`config.mk`:
```
export PLATFORM = sky130hd
export DESIGN_NAME = rsv_switch_alloc
export DESIGN_NICKNAME = d
export VERILOG_FILES = /design/src/rtl/rsv_alloc_pkg.sv /design/src/rtl/rsv_xy_route.sv /design/src/rtl/rsv_rr_arb.sv /design/src/rtl/rsv_switch_alloc.sv
export SDC_FILE = /design/constraint.sdc
export NUM_CORES = 1
export LEC_CHECK = 0
export ABC_AREA = 0
export ABC_CLOCK_PERIOD_IN_PS = 7650
export BUFFER_PORTS_ARGS = -buffer_cell sky130_fd_sc_hd__buf_2
export CAP_MARGIN = 10
export CORE_MARGIN = 2
export CORE_UTILIZATION = 52
export CTS_CLUSTER_DIAMETER = 50
export CTS_CLUSTER_SIZE = 25
export DETAILED_ROUTE_END_ITERATION = 16
export PLACE_DENSITY = 0.74
export SYNTH_ARGS = -nofsm -noshare
export SYNTH_HDL_FRONTEND = slang
export SYNTH_SLANG_ARGS = --single-unit
```
`constraint.sdc`:
```
create_clock -name clk -period 7.65 [get_ports clk]
set_input_delay 1.9125 -clock clk [delete_from_list [all_inputs] [get_ports clk]]
set_output_delay 1.9125 -clock clk [all_outputs]
set_load 0.01 [all_outputs]
```
`src/rtl/rsv_alloc_pkg.sv`:
```
package rsv_alloc_pkg;

    localparam int NUM_PORTS = 5;
    localparam int PORT_W    = 3;

    typedef enum logic [PORT_W-1:0] {
        PORT_LOCAL = 3'd0,
        PORT_NORTH = 3'd1,
        PORT_EAST  = 3'd2,
        PORT_SOUTH = 3'd3,
        PORT_WEST  = 3'd4
    } port_e;

    function automatic logic [PORT_W-1:0] wrap_next(input logic [PORT_W-1:0] idx);
        return (idx == PORT_W'(NUM_PORTS - 1)) ? '0 : idx + 1'b1;
    endfunction

endpackage

```
`src/rtl/rsv_xy_route.sv`:
```
module rsv_xy_route
    import rsv_alloc_pkg::*;
#(
    parameter int CW   = 3,
    parameter int MY_X = 2,
    parameter int MY_Y = 2
) (
    input  logic [CW-1:0] dx,
    input  logic [CW-1:0] dy,
    output port_e         dir
);
    localparam logic [CW-1:0] HX = CW'(MY_X);
    localparam logic [CW-1:0] HY = CW'(MY_Y);

    always_comb begin
        if (dx > HX)      dir = PORT_EAST;
        else if (dx < HX) dir = PORT_WEST;
        else if (dy > HY) dir = PORT_NORTH;
        else if (dy < HY) dir = PORT_SOUTH;
        else              dir = PORT_LOCAL;
    end
endmodule

```
`src/rtl/rsv_rr_arb.sv`:
```
module rsv_rr_arb
    import rsv_alloc_pkg::*;
#(
    parameter int N = NUM_PORTS
) (
    input  logic               clk,
    input  logic               rst,
    input  logic [N-1:0]       req,
    output logic [N-1:0]       gnt,
    output logic               any,
    output logic [PORT_W-1:0]  win
);
    logic [PORT_W-1:0] ptr;
    int                cand;

    always_comb begin
        any  = 1'b0;
        win  = '0;
        cand = 0;
        for (int k = 0; k < N; k++) begin
            cand = (int'(ptr) + k) % N;
            if (!any && req[cand]) begin
                any = 1'b1;
                win = PORT_W'(cand);
            end
        end
        gnt = '0;
        if (any) gnt[win] = 1'b1;
    end

    always_ff @(posedge clk) begin
        if (rst)      ptr <= '0;
        else if (any) ptr <= wrap_next(win);
    end
endmodule

```
`src/rtl/rsv_switch_alloc.sv`:
```
module rsv_switch_alloc
    import rsv_alloc_pkg::*;
#(
    parameter int CW   = 3,
    parameter int MY_X = 2,
    parameter int MY_Y = 2
) (
    input  logic                              clk,
    input  logic                              rst,
    input  logic [NUM_PORTS-1:0]              in_vld,
    input  logic [NUM_PORTS-1:0][CW-1:0]      in_dx,
    input  logic [NUM_PORTS-1:0][CW-1:0]      in_dy,
    input  logic [NUM_PORTS-1:0]              qout_full,
    input  logic [NUM_PORTS-1:0]              qin_full,
    output logic [NUM_PORTS-1:0]              qout_push,
    output logic [NUM_PORTS-1:0][PORT_W-1:0]  qout_port,
    output logic [NUM_PORTS-1:0]              qin_push,
    output logic [NUM_PORTS-1:0][PORT_W-1:0]  qin_port,
    output logic [NUM_PORTS-1:0]              out_vld,
    output logic [NUM_PORTS-1:0][CW-1:0]      out_dx,
    output logic [NUM_PORTS-1:0][CW-1:0]      out_dy
);
    port_e                             dir  [NUM_PORTS];
    logic [NUM_PORTS-1:0][NUM_PORTS-1:0] req_m;
    logic [NUM_PORTS-1:0][NUM_PORTS-1:0] gnt_m;
    logic [NUM_PORTS-1:0]              any_o;
    logic [NUM_PORTS-1:0][PORT_W-1:0]  win_o;

    for (genvar i = 0; i < NUM_PORTS; i++) begin : g_in
        rsv_xy_route #(.CW(CW), .MY_X(MY_X), .MY_Y(MY_Y)) u_route (
            .dx  (in_dx[i]),
            .dy  (in_dy[i]),
            .dir (dir[i])
        );
    end

    for (genvar o = 0; o < NUM_PORTS; o++) begin : g_out
        for (genvar i = 0; i < NUM_PORTS; i++) begin : g_req
            assign req_m[o][i] = in_vld[i] && (dir[i] == port_e'(o))
                               && !qout_full[i] && !qin_full[o];
        end

        rsv_rr_arb #(.N(NUM_PORTS)) u_arb (
            .clk (clk),
            .rst (rst),
            .req (req_m[o]),
            .gnt (gnt_m[o]),
            .any (any_o[o]),
            .win (win_o[o])
        );

        assign qin_push[o] = any_o[o];
        assign qin_port[o] = any_o[o] ? win_o[o] : '0;
        assign out_vld[o]  = any_o[o];
        assign out_dx[o]   = any_o[o] ? in_dx[win_o[o]] : '0;
        assign out_dy[o]   = any_o[o] ? in_dy[win_o[o]] : '0;
    end

    always_comb begin
        for (int i = 0; i < NUM_PORTS; i++) begin
            qout_push[i] = 1'b0;
            for (int o = 0; o < NUM_PORTS; o++) begin
                qout_push[i] = qout_push[i] | gnt_m[o][i];
            end
            qout_port[i] = qout_push[i] ? PORT_W'(dir[i]) : '0;
        end
    end
endmodule

```
==> results.md <==
- Skew final: between 0.0015 and 0.002 ns
- Type of origin of the critical path: primary input
- VDD IR max: 0.331 mV
- Global-route wire length before repair: 58400 µm
- Final setup fails: 0
- Clk_lat worst skew: ~0.27 ns
- Detailed Routing Iterations Pass 1: 6
- CTS buffer count: 3
- Routed vias: 12600
- Max reg flops: 15
- Layout cells sized above 1: 0.202
- Warnings, synthesis: 0
- Fillers: approximately 1900
- Vias in the first global route: ~11000
- Global route overflow: 0
- Worst setup EP type: primary output
- Cells after Synth: 1534
- WP data arrival: about 5.6 ns
- Most used cell, CP: buf_2
- Post-Syn Area: between 0.01 and 0.015 mm²
- Status: complete, no violations
- Final nets: about 1800
- CP top delay family: compound AO/OA/AOI/OAI gates
- CTS tree: done
- Slew Viols, Final: 0
- Met2 WL: about 16000 µm
- Final Hold Vio Count: 0
- Synth async-reset ratio: 0
- Routed wl met3: 2980 µm
- Synth cell types: 113
- Worst min-delay path class: register to register
- Min Tclk post-route: 7.50 ns
- Register bit total from synthesis: 15
- Number of flops mapped to enable cells by yosys: 0
- Biggest register: g_out.u_arb.ptr
- I/O Buffers: between 100 and 150
- Largest fanout on the critical path: 12
- Met1 WL: around 16000 µm
- Row count: 52
- Critical path class: primary input to primary output
- Most common cell after layout, fill and taps aside: nor2_1
- DIE WIDTH: approximately 150 µm
- DR DRC count: 0
- Core box area: a little over 0.02 mm²
- PwrDens: roughly 480 mW/mm²
- Largest net degree at the start of global routing: 28
- Worst-margin pin slew: 0.865 ns
- Most frequent cells in the layout: nor2_1 (118), nand2_1 (115), ha_1 (113)
- CP max stage delay: 0.53 ns
- Max Clock Freq: 0.133 GHz
- Synth area leaders: ha_1 (13%), mux2i_1 (6.9%), a21oi_1 (4.2%)
- DRT iter0 DRCs: around 1100
- Final antenna-violating net count: 0
- Clock Tree Buf Depth: 2
- Area delta synth->final: 12.3%
- Critical Path RT: around 5.7 ns
- Fin Setup TNS: 0 ns
- FF+latch area: just over 300 µm²
- Number of max-cap violations: 0
- Syn_area_per_cell: 7.07 µm²
- Initial antenna violation count: 2
- Power, Total: 5860 µW
- Yosys top cell area share: 0.133
- CTS H-tree lvls: 1
- DP HPWL: 29200 µm
- Clock Pin Slew Worst Setup and Hold Paths: 0.06 ns
- Multi-input combinational cell area: roughly 0.0099 mm²
- Die height: 148 µm
- RSZ-0062 raised after global routing: yes
- Top Registers: g_out.u_arb.ptr: 15 flops
- Drt wl/cell: approximately 19 µm
- Top Layer Used: met4
- Crit-path cells: buf_2 > nor3b_1 > nand3_1 > a2111oi_0 > a311oi_1 > a32oi_1 > nand2b_1 > a22oi_1 > a22o_1 > inv_1 > and3_1 > a21oi_1 > o221ai_1 > buf_2
- Post-synthesis sequential area ratio: 0.0277
- Initial core utilization: 0.532
- Ports: around 120
- WP buf/inv: 3
- Synth area leader: ha_1
- Clk sinks: 15
- Root Buffer: clkbuf_16
- Post-Route WL: 36400 µm
- Slowest cell on crit path: a2111oi_0
- Die ar.: ~0.022 mm²
- Fin crit share: 0.980
- Total track usage: 0.318
- Synth Flop Type: dfxtp_1
- RD Place Congestion: around 1
- Vias/cell: approximately 6.5
- Leakage power: around 0.0054 µW
- Headroom to the max-slew limit: 0.422
cells in the mapped netlist, types with 16 or more instances:
| master | number |
|---|---|
| inv_1 | 94 |
| nand2_1 | 115 |
| nand3_1 | 46 |
| and3_1 | 22 |
| nor2_1 | 120 |
| a21oi_1 | 91 |
| clkbuf_1 | 38 |
| buf_4 | 24 |
| ha_1 | 115 |
| buf_2 | 20 |
| nand2b_1 | 43 |
| and2_1 | 18 |
| a31oi_1 | 16 |
| a211oi_1 | 25 |
| mux2i_1 | 75 |
| o211ai_1 | 17 |
| o21ai_0 | 58 |
| mux2_2 | 18 |
| nor3_1 | 68 |
| o22ai_1 | 17 |
| nor2b_1 | 20 |
| xnor2_1 | 36 |
| or2_2 | 19 |
| o21a_1 | 23 |
metal layers:
layer	vias up	GRT usage
li1	6025	-
met5	-	0
met4	0	0.120
met3	101	0.0436
met1	5918	0.438
met2	551	0.504
timing repair:
action,4_1_cts,5_1_grt
setup buffers,0,4
endpoints found under the setup margin,7,27
pin swaps,1,3
hold buffers,0,0
resized for setup,1,37
power breakdown:
part	switching, µW	leakage (µW)	internal [µW]	total, µW
Sequential	33.6	0.000125	107	141
Combinational	3370	0.00523	2230	5600
Clock	47.3	0.0000382	71.4	119
stage by stage:
step	std cells	setup slack, ns	utilization	hold WS [ns]	area [µm²]
final	1927	0.151	0.598	0.655	12200
after global placement	1915	0.161	0.584	0.656	11900
after detailed placement	1915	0.0490	0.584	0.640	11900
after CTS	1919	0.0168	0.588	0.656	12000
after floorplan	1545	0.248	-	0.612	10900
after global routing	1925	-0.0697	0.598	0.696	12200
final cells by class:
class | instances | share of cell area
tap | 270 | 0.0277
multi-input combinational | 1338 | 0.812
clock buffer | 4 | 0.00647
inverter | 106 | 0.0327
antenna | 4 | 0.000822
sequential | 15 | 0.0251
timing repair buffer | 190 | 0.0950
kinds of logic after synthesis:
kind of cell,count (synthesis),synth area share
adders and majority gates,117,0.136
other,1,0.000346
buffers and inverters,192,0.0785
DFF,15,0.0277
and+or+nand+nor,598,0.302
xor gates and xnor gates,45,0.0391
muxes,98,0.0973
AOI/OAI and AO/OA,468,0.318
final timing paths:
kind                               from                     to  slack [ns]  depth (start not counted)
hold / removal    g_out[1].u_arb.ptr[2]  g_out[1].u_arb.ptr[2]        0.65                          3
hold reg to reg   g_out[1].u_arb.ptr[2]  g_out[1].u_arb.ptr[2]        0.65                          3
setup reg to reg  g_out[1].u_arb.ptr[1]  g_out[1].u_arb.ptr[2]        2.29                         22
setup / recovery            qin_full[4]             out_dx[12]        0.15                         14
tightest hold or removal path: cells and delay by family, from the launching register on:
kind                   cells  cell delay, ns
buffers and inverters      2            0.21
flip-flops                 1            0.31
AO/OA/AOI/OAI              1            0.08
(Power assumes the default switching activity.)
